--- src/rtl/sio_pkg.sv ---
package sio_pkg;
    localparam int unsigned SIO_BITS = 8;
    localparam int unsigned SIO_CW   = $clog2(SIO_BITS);

    typedef struct packed {
        logic              run;
        logic              sck;
        logic [SIO_CW-1:0] bitcnt;
        logic              flag;
        logic              irq;
        logic              frozen;
    } sio_ctl_t;

    typedef struct packed {
        logic [SIO_BITS-1:0] sr;
        logic                sout;
    } sio_shift_t;
endpackage

--- src/rtl/sio_divider.sv ---
module sio_divider #(
    parameter int unsigned DIV_W = 4
) (
    input  logic             clk,
    input  logic             rst_n,
    input  logic             en,
    input  logic             clear,
    input  logic [DIV_W-1:0] div,
    output logic             tick_o
);
    logic [DIV_W-1:0] cnt_d, cnt_q;

    always_comb begin
        tick_o = en && (cnt_q == div);
        cnt_d  = cnt_q;
        if (clear)       cnt_d = '0;
        else if (tick_o) cnt_d = '0;
        else if (en)     cnt_d = cnt_q + 1'b1;
    end

    always_ff @(posedge clk or negedge rst_n) begin
        if (!rst_n) cnt_q <= '0;
        else        cnt_q <= cnt_d;
    end

    // an idle or aborted port restarts its half-period count from zero
    p_cnt_clear_r4: assert property (@(posedge clk) disable iff (!rst_n)
        clear |=> (cnt_q == '0));
endmodule

--- src/rtl/sio_shifter.sv ---
module sio_shifter
    import sio_pkg::*;
(
    input  logic                clk,
    input  logic                rst_n,
    input  logic                busy,
    input  logic                load_en,
    input  logic [SIO_BITS-1:0] load_data,
    input  logic                fall,
    input  logic                rise,
    input  logic                sin,
    output logic                sout_o,
    output logic [SIO_BITS-1:0] data_o
);
    sio_shift_t sh_d, sh_q;

    always_comb begin
        sh_d = sh_q;
        if (!busy && load_en) sh_d.sr = load_data;
        if (fall)             sh_d.sout = sh_q.sr[SIO_BITS-1];
        if (rise)             sh_d.sr = {sh_q.sr[SIO_BITS-2:0], sin};
    end

    always_ff @(posedge clk or negedge rst_n) begin
        if (!rst_n) sh_q <= '{sr: '0, sout: 1'b1};
        else        sh_q <= sh_d;
    end

    assign sout_o = sh_q.sout;
    assign data_o = sh_q.sr;

    // a load during a transfer leaves the register untouched
    p_load_ignored_r10: assert property (@(posedge clk) disable iff (!rst_n)
        (busy && !rise) |=> $stable(sh_q.sr));
endmodule

--- src/rtl/sio_shift_port.sv ---
module sio_shift_port
    import sio_pkg::*;
#(
    parameter int unsigned DIV_W = 4
) (
    input  logic                clk,
    input  logic                rst_n,
    input  logic [DIV_W-1:0]    clk_div_i,
    input  logic                load_en_i,
    input  logic [SIO_BITS-1:0] load_byte_i,
    input  logic                run_set_i,
    input  logic                run_clr_i,
    input  logic                flag_clr_i,
    input  logic                sleep_mode_i,
    input  logic                stop_mode_i,
    input  logic                sin_i,
    output logic                sck_o,
    output logic                sout_o,
    output logic                run_o,
    output logic                flag_o,
    output logic                irq_o,
    output logic [SIO_BITS-1:0] data_o
);
    localparam logic [SIO_CW-1:0] LAST_BIT = SIO_CW'(SIO_BITS - 1);

    sio_ctl_t ctl_d, ctl_q;
    logic     abort, advance, tick, fall, rise;

    sio_divider #(.DIV_W(DIV_W)) u_div (
        .clk    (clk),
        .rst_n  (rst_n),
        .en     (advance),
        .clear  (!ctl_q.run || abort),
        .div    (clk_div_i),
        .tick_o (tick)
    );

    sio_shifter u_shift (
        .clk       (clk),
        .rst_n     (rst_n),
        .busy      (ctl_q.run),
        .load_en   (load_en_i),
        .load_data (load_byte_i),
        .fall      (fall),
        .rise      (rise),
        .sin       (sin_i),
        .sout_o    (sout_o),
        .data_o    (data_o)
    );

    always_comb begin
        abort   = run_clr_i && ctl_q.run;
        advance = ctl_q.run && !ctl_q.frozen && !stop_mode_i && !run_clr_i;
        fall    = advance && tick && ctl_q.sck;
        rise    = advance && tick && !ctl_q.sck;

        ctl_d     = ctl_q;
        ctl_d.irq = 1'b0;
        if (flag_clr_i) ctl_d.flag = 1'b0;

        if (abort) begin
            ctl_d.run    = 1'b0;
            ctl_d.sck    = 1'b1;
            ctl_d.bitcnt = '0;
            ctl_d.frozen = 1'b0;
        end else if (ctl_q.run) begin
            if (stop_mode_i) ctl_d.frozen = 1'b1;
            if (fall)        ctl_d.sck = 1'b0;
            if (rise) begin
                ctl_d.sck = 1'b1;
                if (ctl_q.bitcnt == LAST_BIT) begin
                    ctl_d.run    = 1'b0;
                    ctl_d.bitcnt = '0;
                    ctl_d.flag   = 1'b1;
                    ctl_d.irq    = 1'b1;
                end else begin
                    ctl_d.bitcnt = ctl_q.bitcnt + 1'b1;
                end
            end
        end else if (run_set_i && !run_clr_i) begin
            ctl_d.run    = 1'b1;
            ctl_d.sck    = 1'b1;
            ctl_d.bitcnt = '0;
        end
    end

    always_ff @(posedge clk or negedge rst_n) begin
        if (!rst_n) ctl_q <= '{run: 1'b0, sck: 1'b1, bitcnt: '0,
                               flag: 1'b0, irq: 1'b0, frozen: 1'b0};
        else        ctl_q <= ctl_d;
    end

    assign sck_o  = ctl_q.sck;
    assign run_o  = ctl_q.run;
    assign flag_o = ctl_q.flag;
    assign irq_o  = ctl_q.irq;

    // the serial output only moves together with a falling shift clock
    p_sout_on_fall_r1: assert property (@(posedge clk) disable iff (!rst_n)
        !$stable(sout_o) |-> $fell(ctl_q.sck));
    // the interrupt request lasts a single cycle
    p_irq_pulse_r5: assert property (@(posedge clk) disable iff (!rst_n)
        ctl_q.irq |=> !ctl_q.irq);
    // the flag is held until software clears it
    p_flag_sticky_r6: assert property (@(posedge clk) disable iff (!rst_n)
        (ctl_q.flag && !flag_clr_i) |=> ctl_q.flag);
    // in sleep a divider tick still toggles the shift clock
    p_sleep_runs_r7: assert property (@(posedge clk) disable iff (!rst_n)
        (sleep_mode_i && advance && tick) |=> (ctl_q.sck != $past(ctl_q.sck)));
    // a frozen port holds its shift clock and bit position
    p_stop_freeze_r8: assert property (@(posedge clk) disable iff (!rst_n)
        (ctl_q.frozen && !run_clr_i) |=> ($stable(ctl_q.sck) && $stable(ctl_q.bitcnt)));
    // clearing the run bit returns to idle with the counter at zero
    p_abort_r9: assert property (@(posedge clk) disable iff (!rst_n)
        (run_clr_i && ctl_q.run) |=> (!ctl_q.run && ctl_q.sck && ctl_q.bitcnt == '0));
endmodule

--- config.mk ---
export PLATFORM = sky130hd
export DESIGN_NAME = sio_shift_port
export DESIGN_NICKNAME = d
export VERILOG_FILES = /design/src/rtl/sio_pkg.sv /design/src/rtl/sio_divider.sv /design/src/rtl/sio_shifter.sv /design/src/rtl/sio_shift_port.sv
export SDC_FILE = /design/constraint.sdc
export NUM_CORES = 1
export LEC_CHECK = 0
export ABC_CLOCK_PERIOD_IN_PS = 5800
export BUFFER_PORTS_ARGS = -buffer_cell sky130_fd_sc_hd__buf_2
export CAP_MARGIN = 40
export CORE_MARGIN = 4
export CORE_UTILIZATION = 50
export CTS_BUF_LIST = sky130_fd_sc_hd__clkbuf_8
export CTS_CLUSTER_SIZE = 28
export DETAILED_ROUTE_END_ITERATION = 8
export GPL_TIMING_DRIVEN = 0
export PLACE_DENSITY = 0.76
export SYNTH_ARGS = -nofsm -noshare
export SYNTH_HDL_FRONTEND = slang
export SYNTH_HIERARCHICAL = 1
export SYNTH_SLANG_ARGS = --single-unit
--- constraint.sdc ---
create_clock -name clk -period 5.8 [get_ports clk]
set_input_delay 0.87 -clock clk [delete_from_list [all_inputs] [get_ports clk]]
set_output_delay 0.87 -clock clk [all_outputs]
set_load 0.05 [all_outputs]
-- Word-level counts from Yosys, hierarchy flattened
Index checks and enable logic that the tools add are counted.
- flip-flop bits (word level): 21
- input port bits: 21
- output and inout bits: 13
- add/sub/neg operators: 2
- equal/unequal tests: 4
- multiplexer cells: 18
- reduce and logical (&&, ||, !) cells: 24
- operators by type and width (cell ; count):
    8-bit 2-to-1 mux ; 2
    5-bit 2-to-1 mux ; 3
    4-bit 2-to-1 mux ; 3
    1-bit logical AND ; 10
    7-bit 2-to-1 mux ; 1
    3-bit 2-to-1 mux ; 2
    2-bit AND reduction ; 3
    2-bit nonzero test ; 3
    3-bit nonzero test ; 2
    1-bit zero test ; 5
    1-bit 2-to-1 mux ; 5
    4-bit by 1-bit adder with 4-bit output, second input constant ; 1
    4-bit equality test ; 1
    2-bit 2-to-1 mux ; 2
    4-bit by 1-bit inequality test with 1-bit output, second input constant ; 1
    3-bit by 1-bit adder with 3-bit output, second input constant ; 1
    3-bit equality test, second input constant ; 1
    3-bit by 1-bit inequality test with 1-bit output, second input constant ; 1
    1-bit logical OR ; 1

-- Depth between registers and ports, before layout
- word-level depth: 11
- gate-level depth with buffers: 14

-- By module
The synthesis kept the hierarchy.
- modules (own cells, without submodules) (module ; instances ; cells each ; area each (um2)):
    sio_shifter ; 1 ; 45 ; 570.5
    sio_shift_port ; 1 ; 45 ; 447.9
    sio_divider ; 1 ; 32 ; 275.3

-- Least setup slack after synthesis
OpenSTA, ideal clock, no wires.
- path kind: register -> register
- start point: register ctl_q (netlist bit run_o)
- end point: register u_shift.sh_q (netlist bit u_shift/data_o[5])
- setup time: 99 ps
- arrival: 3145 ps
- path slack: 2556 ps
- stages on the path, launching flop included: 15
- buffers on the path: 4
- clock period less this slack: 3244 ps
- path through: dfrtp_1 > buf_4 > nor2b_1 > buf_4 > inv_1 > nor3_1 > inv_1 > nor2_1 > nor3b_1 > nand2_1 > nor2_1 > buf_6 > buf_6 > nand2_1 > o311ai_4
- longest elaborated chain between the ends: 7
- elaborated cells between the ends (all ways): 10
- those cells by class: mux (1); reduce/logical (9)
- RTL lines (item ; line ; source):
    start: declaration ; sio_shift_port.sv:26 ; sio_ctl_t ctl_d, ctl_q;
    start signal: assignment ; sio_shift_port.sv:88 ; if (!rst_n) ctl_q <= '{run: 1'b0, sck: 1'b1, bitcnt: '0,
    start signal: assignment ; sio_shift_port.sv:90 ; else ctl_q <= ctl_d;
    1-bit logical AND * (3 in a row) ; sio_shift_port.sv:53 ; advance = ctl_q.run && !ctl_q.frozen && !stop_mode_i && !run_clr_i;
    net advance ; sio_shift_port.sv:27 ; logic abort, advance, tick, fall, rise;
    1-bit logical AND * ; sio_divider.sv:14 ; tick_o = en && (cnt_q == div);
    net tick ; sio_shift_port.sv:27 ;
    1-bit logical AND * (2 in a row) ; sio_shift_port.sv:55 ; rise = advance && tick && !ctl_q.sck;
    net rise ; sio_shift_port.sv:27 ;
    8-bit 2-to-1 mux or 2-bit nonzero test (tied branches) ; -- ;
    end signal: assignment ; sio_shifter.sv:25 ; if (!rst_n) sh_q <= '{sr: '0, sout: 1'b1};
    end: declaration ; sio_shifter.sv:15 ; sio_shift_t sh_d, sh_q;
The timed path passes the listed nets; every way through them passes the cells marked *.
A chain may end at the register's enable or synchronous reset.

-- Worst setup path in the final report
Ends and elaborated chain as after synthesis.

==> Flow_metrics.wiki <==
{| class="wikitable"
! Metric !! Value
|-
| Total vias in the final route || 1077
|-
| Total Negative Setup Slacks || 0 ns
|-
| First-pass GRT wire length || 4860 um
|-
| Hold bufs inserted after CTS || 0
|-
| Highest ir drop seen on vdd || 0.000141 V
|-
| Slew Limit Fails || 0
|-
| Peak Freq || 0.272 GHz
|-
| Post-synthesis cell area || 0.00129 mm2
|-
| Setup Buffers After CTS || 0
|-
| Leakage power total || 0.688 nW
|-
| Average via count per standard cell || 5.73
|-
| Largest stage delay on the critical path || 0.55 ns
|-
| Floorplan die area || 0.00347 mm2
|-
| Starting density of the core || 0.522
|-
| CP Launch Type || flip-flop
|-
| Number of global-route vias before repair || 1113
|-
| Fin crit period || 3.68 ns
|-
| Fraction of met1 tracks used by global routing || 0.233
|-
| Core footprint || 0.00248 mm2
|-
| Cell taking the most area after synthesis || sky130_fd_sc_hd__dfrtp_1
|-
| Met2 layer usage reported by global route || 0.304
|-
| Critical path type || reg2reg
|-
| Final Net Count || 183
|-
| Share of synthesized registers carrying an async set or reset || 1.00
|-
| Largest fanout on the critical path || 11
|-
| Final setup violation count || 0
|-
| Period utilisation layout || 0.634
|-
| Hold_ws || a little over 0.5 ns
|-
| Number of flops mapped to enable cells by yosys || 0
|-
| Post-route antenna net violation count || 0
|-
| Post_cts resized || 0
|-
| Largest net degree at the start of global routing || 22
|-
| Maximum level of the CTS H-tree || 1
|-
| Worst skew pair latency || between 0.2 and 0.3 ns
|-
| Final weighted congestion of routability-driven global placement || about 0.77
|-
| CP Data Arrival Time || 3.85 ns
|-
| Slowest stage cell, crit path || sky130_fd_sc_hd__nor3b_1
|-
| Clock Pin Slew Worst Setup and Hold Paths || 0.08 ns
|-
| Layout fillers || 224
|-
| Post-DP HPWL || ~2200 um
|-
| Gate family responsible for the most delay along the worst path || simple AND/OR/NAND/NOR gates
|-
| GR Layer Usage met3 || 0.0307
|-
| Share of the synthesized area in the top cell type || 0.368
|-
| Most heavily used metal layer in global routing || met2
|-
| GRT Overall Usage || 0.183
|-
| Clk root buf || sky130_fd_sc_hd__clkbuf_8
|-
| Maximum clock insertion buffer count || 2
|-
| Number of DRC violations after detailed routing || 0
|-
| Die extent in x || 58.9 um
|-
| Clock tree from TritonCTS || built
|-
| Post-Route Skew || ~0.0047 ns
|-
| DR pass1 iterations || 5
|-
| Overall routed net length || between 2000 and 3000 um
|-
| Number of diodes added for antenna fixing || 0
|-
| Worst min path class || reg2reg
|-
| TritonCTS sink count || 21
|-
| Biggest area contributors in the synthesized netlist || sky130_fd_sc_hd__dfrtp_1 37%, sky130_fd_sc_hd__o311ai_2 7.5%, sky130_fd_sc_hd__nand4bb_1 7.0%, sky130_fd_sc_hd__nand2_1 4.9%, sky130_fd_sc_hd__dfstp_2 4.1%
|-
| Required arrival time at the worst endpoint || 5.97 ns
|-
| Count of standard-cell rows || 18
|-
| Max-Cap Viols || 0
|-
| Per-instance average area after synthesis || 10.6 um2
|-
| Portion of the post-synthesis area used by sequential elements || 0.408
|-
| Kind of end point of the critical path || flip-flop
|-
| Cell count after synthesis || 122
|-
| Total of buffers placed on input and output ports || 32
|-
| Setup slack, reg-to-reg || 2.12 ns
|-
| Worst slew margin || 0.592
|-
| Number of top-level pins || 34
|-
| Vertical die dimension || 58.9 um
|-
| Flip-flop and latch count after synthesis || 21
|-
| Actual slew at the worst max-slew pin || 0.611 ns
|-
| Cell Pwr Density || about 220 mW/mm2
|-
| Clock buffer count from CTS || 3
|-
| Number of DRC markers after the initial detailed-route iteration || 47
|-
| Number of antenna violations at the first check in global routing || 0
|-
| Outcome || complete, no violations
|-
| Syn_nets || 146
|-
| Cell breakdown of the critical path || buf_4 > nor2b_1 > buf_4 > inv_1 > nor3_1 > inv_1 > nor2_1 > nor3b_1 > nand2_1 > nor2_1 > buf_6 > buf_6 > nand2_1 > o311ai_4
|-
| Setup repair after global routing missed its margin || false
|-
| Cell variety after synth || 35
|-
| Total congestion overflow || 0
|-
| Most used flip-flop cell after synthesis || sky130_fd_sc_hd__dfrtp_1
|-
| Average detailed-routed wire length per instance || 15.5 um
|-
| Layout cells sized above 1 || 0.373
|-
| Hold violation total from the final report || 0
|-
| Growth of design area from synthesis to finish || 18.9%
|-
| Ys Warns || 6
|-
| Critical path buffer and inverter count || 6
|}
-- cell usage in the layout (no fill, tap or decap), types with 2 or more instances in the layout --
cell type | Yosys | layout
sky130_fd_sc_hd__and3_2 | 2 | 2
sky130_fd_sc_hd__nand4bb_1 | 8 | 8
sky130_fd_sc_hd__a21oi_1 | 5 | 5
sky130_fd_sc_hd__clkbuf_8 | 0 | 3
sky130_fd_sc_hd__buf_6 | 2 | 2
sky130_fd_sc_hd__buf_4 | 2 | 2
sky130_fd_sc_hd__inv_1 | 11 | 11
sky130_fd_sc_hd__nor2b_1 | 2 | 2
sky130_fd_sc_hd__dfrtp_1 | 19 | 19
sky130_fd_sc_hd__nor2_1 | 7 | 7
sky130_fd_sc_hd__nor3_1 | 2 | 2
sky130_fd_sc_hd__o311ai_2 | 6 | 6
sky130_fd_sc_hd__buf_2 | 0 | 32
sky130_fd_sc_hd__dfstp_2 | 2 | 2
sky130_fd_sc_hd__o211ai_1 | 2 | 2
sky130_fd_sc_hd__nand3_1 | 7 | 7
sky130_fd_sc_hd__ha_1 | 3 | 3
sky130_fd_sc_hd__and3_1 | 2 | 2
sky130_fd_sc_hd__nand2_1 | 17 | 17
sky130_fd_sc_hd__o311ai_4 | 2 | 2
sky130_fd_sc_hd__xnor2_1 | 5 | 5
-- final timing paths --
check                               endpoint    from  cells after the start
max reg2reg                u_shift/data_o[5]   run_o                     14
max in group asynchronous              sck_o   rst_n                      1
min reg2reg                           flag_o  flag_o                      1
min in group asynchronous           ctl_q[3]   rst_n                      1
max                        u_shift/data_o[5]   run_o                     14
min                                   flag_o  flag_o                      1
-- state kept, by name, indices dropped and copies added, names as in the netlist --
| register | flops |
|---|---|
| u_shift/data_o | 8 |
| ctl_q | 4 |
| u_div/cnt_q | 4 |
| flag_o | 1 |
| irq_o | 1 |
| run_o | 1 |
| sck_o | 1 |
| u_shift/sout_o | 1 |
-- cells in the mapped netlist, types with 3 or more instances --
cell type,count
sky130_fd_sc_hd__nand4bb_1,8
sky130_fd_sc_hd__ha_1,3
sky130_fd_sc_hd__o311ai_2,6
sky130_fd_sc_hd__nand3_1,7
sky130_fd_sc_hd__dfrtp_1,19
sky130_fd_sc_hd__nand2_1,17
sky130_fd_sc_hd__inv_1,11
sky130_fd_sc_hd__nor2_1,7
sky130_fd_sc_hd__xnor2_1,5
sky130_fd_sc_hd__a21oi_1,5
-- layer usage --
metal	vias up	share of wire
met5	-	0
met2	41	0.51
li1	519	-
met1	515	0.43
met4	0	0.0048
met3	2	0.061
-- report_power, final --
group          internal [mW]  total [mW]  switching, mW
clock                 0.0478      0.0967         0.0489
sequential             0.156       0.164        0.00882
combinational         0.0265      0.0803         0.0538
total                  0.230       0.341          0.112
-- cell families (layout without fill, tap and decap cells) --
logic type,count (synthesis),count (layout),share of synthesized area
simple gates,56,56,0.273
compound gates,21,21,0.187
flops,21,21,0.408
buf+inv,15,51,0.0609
xor+xnor,5,5,0.0338
fa+ha+maj,3,3,0.0290
mux,1,1,0.00870
-- stage by stage --
stage	instances	power [mW]	cell area (um2)	util	setup WS, ns
2_1_floorplan	122	0.222	1290	-	2.56
3_3_place_gp	184	0.246	1490	0.602	2.09
3_5_place_dp	184	0.248	1490	0.602	1.93
4_1_cts	188	0.346	1540	0.621	2.18
5_1_grt	188	0.359	1540	0.621	1.70
6_report	188	0.341	1540	0.621	2.12
-- area by class of cell --
cell class,count,area [um2],share of cell area
flip-flops and latches,21,528,0.343
well taps,30,37.5,0.0244
repair buffers,32,160,0.104
plain buffers,4,37.5,0.0244
inverters,11,41.3,0.0269
multi-input cells,86,687,0.447
clock inverters,1,5.00,0.00325
clock buffers,3,41.3,0.0269
No activity file was read; power rests on OpenSTA's default activity.
